==> config.mk <==
export PLATFORM = sky130hd
export DESIGN_NAME = irq_prio_core
export DESIGN_NICKNAME = d
export VERILOG_FILES = /design/src/rtl/irq_prio_pkg.sv /design/src/rtl/irq_pin_edge.sv /design/src/rtl/irq_prio_find.sv /design/src/rtl/irq_nest_gate.sv /design/src/rtl/irq_vec_sel.sv /design/src/rtl/irq_prio_core.sv
export SDC_FILE = /design/constraint.sdc
export NUM_CORES = 1
export LEC_CHECK = 0
export CAP_MARGIN = 20
export CELL_PAD_IN_SITES_DETAIL_PLACEMENT = 0
export CELL_PAD_IN_SITES_GLOBAL_PLACEMENT = 2
export CORE_MARGIN = 1
export CORE_UTILIZATION = 34
export DETAILED_ROUTE_END_ITERATION = 16
export DONT_BUFFER_PORTS = 1
export GPL_ROUTABILITY_DRIVEN = 0
export GPL_TIMING_DRIVEN = 0
export PLACE_DENSITY_LB_ADDON = 0.25
export SYNTH_ARGS = -nofsm -noshare
export SYNTH_HDL_FRONTEND = slang
export SYNTH_HIERARCHICAL = 1
export SYNTH_SLANG_ARGS = --single-unit
export TNS_END_PERCENT = 50
==> constraint.sdc <==
create_clock -name clk -period 3.18 [get_ports clk]
set_input_delay 0.477 -clock clk [delete_from_list [all_inputs] [get_ports clk]]
set_output_delay 0.477 -clock clk [all_outputs]
set_load 0.01 [all_outputs]
==> src/rtl/irq_prio_pkg.sv <==
package irq_prio_pkg;
   localparam int unsigned LINES_DEF = 8;
   localparam int unsigned VEC_W_DEF = 8;

   typedef enum logic [1:0] {
      VSRC_NONE,
      VSRC_LOCAL,
      VSRC_SLAVE,
      VSRC_SPUR
   } vec_src_e;
endpackage

==> src/rtl/irq_pin_edge.sv <==
module irq_pin_edge #(
   parameter int unsigned N = 8
) (
   input  logic         clk,
   input  logic         rst_n,
   input  logic [N-1:0] pin_i,
   input  logic [N-1:0] mask_i,
   output logic [N-1:0] new_req_o
);
   logic [N-1:0] pin_q;

   always_ff @(posedge clk) begin
      if (!rst_n) pin_q <= '0;
      else        pin_q <= pin_i;
   end

   // rising edge of an unmasked pin
   assign new_req_o = pin_i & ~pin_q & ~mask_i;
endmodule

==> src/rtl/irq_prio_find.sv <==
module irq_prio_find #(
   parameter int unsigned N  = 8,
   localparam int unsigned LW = $clog2(N)
) (
   input  logic [N-1:0]  vec_i,
   output logic          any_o,
   output logic [LW-1:0] idx_o
);
   initial assert (N >= 2) else $error("irq_prio_find: N must be at least 2");

   always_comb begin
      any_o = |vec_i;
      idx_o = '0;
      for (int i = 0; i < N; i++) begin
         if (vec_i[i]) idx_o = LW'(i);
      end
   end
endmodule

==> src/rtl/irq_nest_gate.sv <==
module irq_nest_gate #(
   parameter int unsigned N = 8
) (
   input  logic [N-1:0] isr_i,
   output logic [N-1:0] free_o
);
   logic [N-1:0] blk;

   // blk[g] = any in-service bit at position g or above
   assign blk[N-1] = isr_i[N-1];
   for (genvar g = 0; g < N - 1; g++) begin : g_chain
      assign blk[g] = isr_i[g] | blk[g+1];
   end

   assign free_o = ~blk;
endmodule

==> src/rtl/irq_vec_sel.sv <==
module irq_vec_sel
   import irq_prio_pkg::*;
#(
   parameter int unsigned N          = 8,
   parameter int unsigned VW         = 8,
   parameter bit          CASCADE_EN = 1'b1,
   localparam int unsigned LW        = $clog2(N)
) (
   input  logic          clk,
   input  logic          rst_n,
   input  logic          ack_i,
   input  logic          any_i,
   input  logic [LW-1:0] idx_i,
   input  logic [VW-1:0] base_i,
   input  logic [N-1:0]  cascade_map_i,
   input  logic          slave_present_i,
   input  logic [VW-1:0] slave_vec_i,
   output logic [VW-1:0] vec_o
);
   vec_src_e src;
   logic     from_slave;

   if (CASCADE_EN) begin : g_cas
      assign from_slave = slave_present_i & cascade_map_i[idx_i];
   end else begin : g_nocas
      logic unused_cas;
      assign unused_cas = ^{cascade_map_i, slave_present_i};
      assign from_slave = 1'b0;
   end

   always_comb begin
      if (!ack_i)          src = VSRC_NONE;
      else if (!any_i)     src = VSRC_SPUR;
      else if (from_slave) src = VSRC_SLAVE;
      else                 src = VSRC_LOCAL;
   end

   always_ff @(posedge clk) begin
      if (!rst_n) vec_o <= '0;
      else begin
         case (src)
            VSRC_SPUR:  vec_o <= base_i | VW'(N - 1);
            VSRC_SLAVE: vec_o <= CASCADE_EN ? slave_vec_i : base_i;
            VSRC_LOCAL: vec_o <= base_i | VW'(idx_i);
            default:    vec_o <= vec_o;
         endcase
      end
   end

   // cascaded line passes the downstream vector through
   a_r8_slave_pass: assert property (@(posedge clk) disable iff (!rst_n)
      (CASCADE_EN && ack_i && any_i && slave_present_i && cascade_map_i[idx_i])
      |=> vec_o == $past(slave_vec_i));
endmodule

==> src/rtl/irq_prio_core.sv <==
module irq_prio_core
   import irq_prio_pkg::*;
#(
   parameter int unsigned NUM_LINES  = LINES_DEF,
   parameter int unsigned VEC_W      = VEC_W_DEF,
   parameter bit          CASCADE_EN = 1'b1,
   localparam int unsigned LW        = $clog2(NUM_LINES)
) (
   input  logic                 clk,
   input  logic                 rst_n,
   input  logic [NUM_LINES-1:0] req_pin,
   input  logic [NUM_LINES-1:0] mask,
   input  logic [VEC_W-1:0]     vec_base,
   input  logic                 auto_eoi,
   input  logic [NUM_LINES-1:0] cascade_map,
   input  logic                 slave_present,
   input  logic [VEC_W-1:0]     slave_vec,
   input  logic                 eoi_spec,
   input  logic [LW-1:0]        eoi_line,
   input  logic                 eoi_nonspec,
   input  logic                 ack,
   output logic                 irq_pulse,
   output logic [VEC_W-1:0]     vec_out
);
   localparam int unsigned N = NUM_LINES;

   initial begin
      assert (N >= 2 && (N & (N - 1)) == 0)
         else $error("irq_prio_core: NUM_LINES must be a power of two");
      assert (VEC_W >= LW)
         else $error("irq_prio_core: VEC_W too narrow for a line number");
   end

   logic [N-1:0]  irr_q, isr_q, irr_d, isr_d;
   logic [N-1:0]  new_req, free_cur, free_nxt;
   logic [N-1:0]  irr_clr, isr_clr, isr_set;
   logic          irr_any, isr_any, nxt_any;
   logic [LW-1:0] ack_idx, isr_top, nxt_top;
   logic          ack_take, eoi_evt, latch_hit, eoi_hit;

   irq_pin_edge #(.N(N)) u_edge (
      .clk(clk), .rst_n(rst_n), .pin_i(req_pin), .mask_i(mask), .new_req_o(new_req)
   );

   irq_prio_find #(.N(N)) u_find_req (.vec_i(irr_q), .any_o(irr_any), .idx_o(ack_idx));
   irq_prio_find #(.N(N)) u_find_srv (.vec_i(isr_q), .any_o(isr_any), .idx_o(isr_top));
   irq_prio_find #(.N(N)) u_find_nxt (.vec_i(irr_d), .any_o(nxt_any), .idx_o(nxt_top));

   irq_nest_gate #(.N(N)) u_gate_cur (.isr_i(isr_q), .free_o(free_cur));
   irq_nest_gate #(.N(N)) u_gate_nxt (.isr_i(isr_d), .free_o(free_nxt));

   always_comb begin
      ack_take = ack & irr_any;
      irr_clr  = ack_take ? (N'(1) << ack_idx) : '0;
      isr_set  = (ack_take && !auto_eoi) ? (N'(1) << ack_idx) : '0;
      isr_clr  = '0;
      if (eoi_spec)              isr_clr = isr_clr | (N'(1) << eoi_line);
      if (eoi_nonspec && isr_any) isr_clr = isr_clr | (N'(1) << isr_top);
      irr_d     = (irr_q & ~irr_clr) | new_req;
      isr_d     = (isr_q & ~isr_clr) | isr_set;
      eoi_evt   = eoi_spec | eoi_nonspec | (ack_take & auto_eoi);
      latch_hit = |(new_req & free_cur);
      eoi_hit   = eoi_evt & nxt_any & free_nxt[nxt_top];
   end

   always_ff @(posedge clk) begin
      if (!rst_n) begin
         irr_q     <= '0;
         isr_q     <= '0;
         irq_pulse <= 1'b0;
      end else begin
         irr_q     <= irr_d;
         isr_q     <= isr_d;
         irq_pulse <= latch_hit | eoi_hit;
      end
   end

   irq_vec_sel #(.N(N), .VW(VEC_W), .CASCADE_EN(CASCADE_EN)) u_vec (
      .clk(clk), .rst_n(rst_n), .ack_i(ack), .any_i(irr_any), .idx_i(ack_idx),
      .base_i(vec_base), .cascade_map_i(cascade_map), .slave_present_i(slave_present),
      .slave_vec_i(slave_vec), .vec_o(vec_out)
   );

   // a masked line never becomes pending
   a_r3_mask_drop: assert property (@(posedge clk) disable iff (!rst_n)
      (irr_q & ~$past(irr_q) & $past(mask)) == '0);

   // normal acknowledge leaves the line in service
   a_r5_isr_set: assert property (@(posedge clk) disable iff (!rst_n)
      (ack && irr_any && !auto_eoi) |=> isr_q[$past(ack_idx)]);

   // empty acknowledge leaves in-service state alone
   a_r10_spur_hold: assert property (@(posedge clk) disable iff (!rst_n)
      (ack && !irr_any && !eoi_spec && !eoi_nonspec) |=> $stable(isr_q));

   // a pulse has a capture or end-of-interrupt behind it
   a_r4_pulse_cause: assert property (@(posedge clk) disable iff (!rst_n)
      irq_pulse |-> $past((|new_req) || eoi_evt));

   // specific end-of-interrupt retires its line
   a_r9_spec_clear: assert property (@(posedge clk) disable iff (!rst_n)
      (eoi_spec && !(ack && irr_any && !auto_eoi && ack_idx == eoi_line))
      |=> !isr_q[$past(eoi_line)]);
endmodule

* After elaboration in Yosys (flattened, before gate mapping) *
Cells that the tools add are included.

storage, ports and cells
  word-level logic and storage cells = 91
  bits of input ports = 50
  bits in registers = 33
  output and inout bits = 9

operators by class
  muxes and demuxes = 33
  reductions and logical operators = 8
  shift operators = 3
  equality and inequality tests = 3
  magnitude comparators = 2
  bitwise gates (word level) = 37

operators by type and width
  kind                                                                           count
  8-bit inverter                                                                 6
  8-bit bitwise AND                                                              5
  3-bit 2-to-1 mux                                                               12
  8-bit 2-to-1 mux                                                               4
  8-bit OR reduction                                                             4
  8-bit bitwise OR                                                               3
  8-bit one-hot mux with 3 select lines                                          1
  1-bit by 3-bit << shifter with 8-bit output (first input constant)             3
  2-bit 2-to-1 mux                                                               9
  1-bit bitwise OR                                                               17
  3-bit by 4-bit less-than comparator with 1-bit output (second input constant)  2
  8-bit by 3-bit bitwise OR with 8-bit output                                    1
  1-bit binary-select mux with 3-bit select                                      2
  1-bit bitwise AND                                                              5
  1-bit 2-to-1 mux                                                               5
  2-bit == test (second input constant)                                          2
  3-bit nonzero test                                                             1
  2-bit by 1-bit == test with 1-bit output (second input constant)               1
  1-bit logical AND                                                              2
  1-bit zero test                                                                1

* Longest topological paths before layout *
  depth after elaboration = 25
  depth in mapped cells = 13
  gate-level depth less buffers = 13

* Cells and area by module *
The synthesis kept the hierarchy.

modules (own cells, without submodules)
  module         sequential area each (µm²)  instances  cells an instance  area each (µm²)
  irq_prio_core  340.3                       1          103                908.4
  irq_vec_sel    160.2                       1          57                 474.2
  irq_pin_edge   160.2                       1          24                 270.3
  irq_prio_find  0.0                         3          12                 66.3
  irq_nest_gate  0.0                         2          10                 73.8

* Worst setup path after synthesis *
Ideal clock, no wire load.

  path kind = flip-flop to flip-flop
  from = register irr_q[2]
  to = register irq_pulse
  path slack = 299 ps
  path buffers = 0
  arrival = 2,762 ps
  clock period less this slack = 2,881 ps
  data required time = 3,060 ps
  stages on the path, launching flop included = 12
  library setup time = 120 ps
  cells stage by stage = dfxtp_1 inv_1 a21oi_1 o31ai_2 nand2b_1 o21ai_0 nand2b_1 o31ai_1 mux4_2 nor2b_1 nor4_1 o31a_1

between the ends
  elaborated cells on any way between the ends = 39
  classes of those cells = shift (1); mux (17); bitwise (18); reduce/logical (3)

RTL lines
  element                                      line                 source
  start, declared                              irq_prio_core.sv:34  logic [N-1:0] irr_q, isr_q, irr_d, isr_d;
  start signal, assigned                       irq_prio_core.sv:72  irr_q <= irr_d;
  2-bit 2-to-1 mux (2 in series)               irq_prio_find.sv:15  if (vec_i[i]) idx_o = LW'(i);
  3-bit 2-to-1 mux (4 in series)               irq_prio_find.sv:15
  net ack_idx[0]                               irq_prio_core.sv:38  logic [LW-1:0] ack_idx, isr_top, nxt_top;
  1-bit by 3-bit << shifter with 8-bit output  irq_prio_core.sv:54  irr_clr = ack_take ? (N'(1) << ack_idx) : '0;
  8-bit 2-to-1 mux                             irq_prio_core.sv:54
  8-bit inverter                               irq_prio_core.sv:59  irr_d = (irr_q & ~irr_clr) | new_req;
  8-bit bitwise AND                            irq_prio_core.sv:59
  8-bit bitwise OR                             irq_prio_core.sv:59
  net irr_d[5]                                 irq_prio_core.sv:34
  3-bit 2-to-1 mux (3 in series)               irq_prio_find.sv:15
  net nxt_top[1]                               irq_prio_core.sv:38
  1-bit binary-select mux with 3-bit select    irq_prio_core.sv:63  eoi_hit = eoi_evt & nxt_any & free_nxt[nxt_top];
  1-bit 2-to-1 mux (not written as such)       irq_prio_core.sv:63
  1-bit bitwise AND                            irq_prio_core.sv:63
  1-bit bitwise OR                             irq_prio_core.sv:74  irq_pulse <= latch_hit | eoi_hit;
  end signal, assigned                         irq_prio_core.sv:74
  end, declared                                irq_prio_core.sv:22  output logic irq_pulse,

The timed path passes the listed nets, and every way through them passes these cells. The select of a mux whose other input is x is not followed.
A chain may end at the register's enable or synchronous reset.

* Final worst setup path *
  from = register irr_q[4]
  to = register irq_pulse

between the ends
  elaborated cells on any way between the ends = 37
  classes of those cells = shift (1); mux (15); bitwise (18); reduce/logical (3)

RTL lines
  element                                    line                 source
  8-bit OR reduction                         irq_prio_find.sv:12  any_o = |vec_i;
  net irr_any                                irq_prio_core.sv:37  logic irr_any, isr_any, nxt_any;
  1-bit bitwise AND                          irq_prio_core.sv:53  ack_take = ack & irr_any;
  8-bit 2-to-1 mux                           irq_prio_core.sv:54
  8-bit inverter                             irq_prio_core.sv:59
  8-bit bitwise AND                          irq_prio_core.sv:59
  8-bit bitwise OR                           irq_prio_core.sv:59
  net irr_d[4]                               irq_prio_core.sv:34
  3-bit 2-to-1 mux (4 in series)             irq_prio_find.sv:15
  net nxt_top[1]                             irq_prio_core.sv:38
  1-bit binary-select mux with 3-bit select  irq_prio_core.sv:63
  1-bit 2-to-1 mux (not written as such)     irq_prio_core.sv:63
  1-bit bitwise AND                          irq_prio_core.sv:63
  1-bit bitwise OR                           irq_prio_core.sv:74

The timed path passes the listed nets, and every way through them passes these cells. The select of a mux whose other input is x is not followed.

==> results.cfg <==
[logic_synthesis]
netlist_area_mm2 = 0.00200
ys_ff_latch = 33
yosysSeqAreaShare_pct = 33.0
synth_fp_nets = 290
async_reset_ff_share_pct = 0
synth_top_area_share_pct = 33.0
yosysWarnings = 6
syn_area_per_cell_um2 = 8.33
synth_top_area_cell = dfxtp_1
ys.flop_type = dfxtp_1
synth_edf_count = 0
synth.distinct_cells = 47
synth_top_cells_by_area = dfxtp_1 33%, and2_1 7.5%, nor2_1 5.3%
synthCells = 240

[floorplanning]
rows = 27
die_h_um = 78.7
initial_utilization_pct = 35.9
coreArea_mm2 = 0.00557
die_w_um = 78.7
ioPinCount = 59
die_area_mm2 = 0.00619

[pwr]
leakage_nw = 0.825
p_per_area_mw_per_mm2 = 493
ir_worst_vdd_mv = 0.214
power_mw = 1.13

[worst_setup_path]
path_delay_family = simple AND/OR/NAND/NOR gates
cp_slowest_cell = mux4_2
crit_fanout = 4
crit_path_end_kind = register
max_stage_delay_ns = 0.54
crit_path_cell_trace = nor2_1, nand4_1, nand3_1, or3_1, a21o_1, o31ai_4, mux4_2, nor2b_1, nor4_2, o31a_1
cp.arrival_ns = 3.25
required_ns = 3.35
path_class = register to register
r2r_slack_ns = 0.11
worst-path-buf-inv = 0
cp-start-kind = register

[timing]
max_freq_ghz = 0.325
whs_ns = 0.306
finalCriticalPeriod_ns = 3.07
slew_headroom_pct = 70.8
setup-violations-final = 0
tightest_slew_ns = 0.437
min_period_over_period_pct = 96.7
finalSetupTns_ns = 0
slew_viol_final = 0
hold_viol_final = 0
finClkSkew_ns = 0.00368

[final_layout]
nets = 303
fin_util_pct = 41.1
drive_gt1_share_pct = 19.3
synthToLayoutAreaGrowth_pct = 14.5
final_cell_mix = 29 x dfxtp_1, 27 x nor2_1, 24 x and2_1
n_antenna_cell = 0
mostFrequentLayoutCell = dfxtp_1

[global_route]
grt_pass1_wl_um = 9270
grt_pass1_vias = 1847
grt_overflow = 0
grt_max_degree = 25
antenna_found_initial = 0
grt_usage_pct = 19.4

[detailed_routing]
vias = 1874
wl_um = 5640
first_iter_violations = 96
wire_per_inst_um = 17.3
via_per_inst = 5.75
drcViolationCount = 0
postRouteAntennaNets = 0
first_pass_iters = 4

[clock_tree]
cts_buffer_depth = 2
cts_root_buf = clkbuf_8
cts_buffers = 5
path_clk_slew_ns = 0.07
h-tree-depth = 2
clkLatencyLatePin_ns = 0.29
cts_tree = built
clock-sinks = 33

[run_status]
run_status = finished, final reports clean

[hold_path]
hold_class = input port to register

[run]
max-cap-violations = 0

[placed_design]
hpwl_um = 4110
numPortBuffers = 0
-- worst paths after layout --
path / startpoint / end / cells after the start
max: irr_q[4] / irq_pulse / 10
min: req_pin[0] / u_edge/pin_q[0] / 1
max reg2reg: irr_q[4] / irq_pulse / 10
min reg2reg: u_vec/vec_o[2] / u_vec/vec_o[2] / 2
-- per-layer routing --
metal / vias to the layer above / GRT usage, % / wire length [µm]
li1: 921 / - / -
met1: 890 / 25.9 / 2620
met2: 56 / 31.2 / 2660
met3: 7 / 3.95 / 287
met4: 0 / 5.93 / 66
met5: - / 0 / 0
-- logic make-up (layout without fill, tap and decap cells) --
group / Yosys count / in the layout / share of synthesized area [%]
DFF: 33 / 33 / 33.0
buffers and inverters: 17 / 31 / 3.57
muxes: 5 / 5 / 3.82
AOI/OAI and AO/OA: 67 / 67 / 24.5
and+or+nand+nor: 118 / 118 / 35.0
-- timing repair --
action | in CTS | in global routing
hold endpoints to repair | 0 | 0
pin swaps | 1 | 2
resized for setup | 4 | 16
hold buffers | 0 | 0
setup buffers | 5 | 0
gates cloned | 0 | 0
endpoints found under the setup margin | 1 | 1
-- synthesized netlist by cell type, types with 2 or more instances --
cell       count
nand2_1       11
mux2i_1        2
inv_2          3
a21o_1         2
inv_1          9
o221ai_1       5
clkbuf_1       3
nor3b_1        8
nand3b_1       2
a21oi_1        3
nor3_1         7
o31ai_2        3
and2_1        24
o31ai_1        5
nor2_1        28
and3_1         3
a21oi_2        3
nor4_4         2
nor3_2         2
a211oi_1       5
a2111oi_0      4
nand2b_1      14
nand4_1        3
or4_1          2
or4_4          2
or3_1          2
nor2b_1        2
dfxtp_1       33
a311oi_1       6
o21ai_0       20
a22oi_1        4
nand3_1        2
mux4_2         2
-- cell type report --
type	instances	area (µm²)
clock inverters	3	17.5
plain buffers	4	22.5
fillers	596	3280
well taps	72	90.1
inverters	13	48.8
flip-flops and latches	33	666
multi-input cells	190	1330
clock buffers	5	68.8
repair buffers	6	42.5
-- flip-flops by register name, indices dropped and copies added, names as in the netlist --
name,count
irq_pulse,1
irr_q,8
isr_q,8
u_edge/pin_q,8
u_vec/vec_o,8
-- stage by stage --
step,std cells,setup WS (ns),instance area [µm²]
global route,326,-0.0428,2290
finish,326,0.105,2290
CTS,326,0.0139,2230
floorplan,240,0.299,2000
global placement,312,-0.649,2090
detailed placement,313,-0.391,2090
-- power by group --
part           internal [mW]  switching [mW]
logic                  0.146           0.191
registers              0.442          0.0298
clock network          0.151           0.170
(Power assumes the default switching activity.)
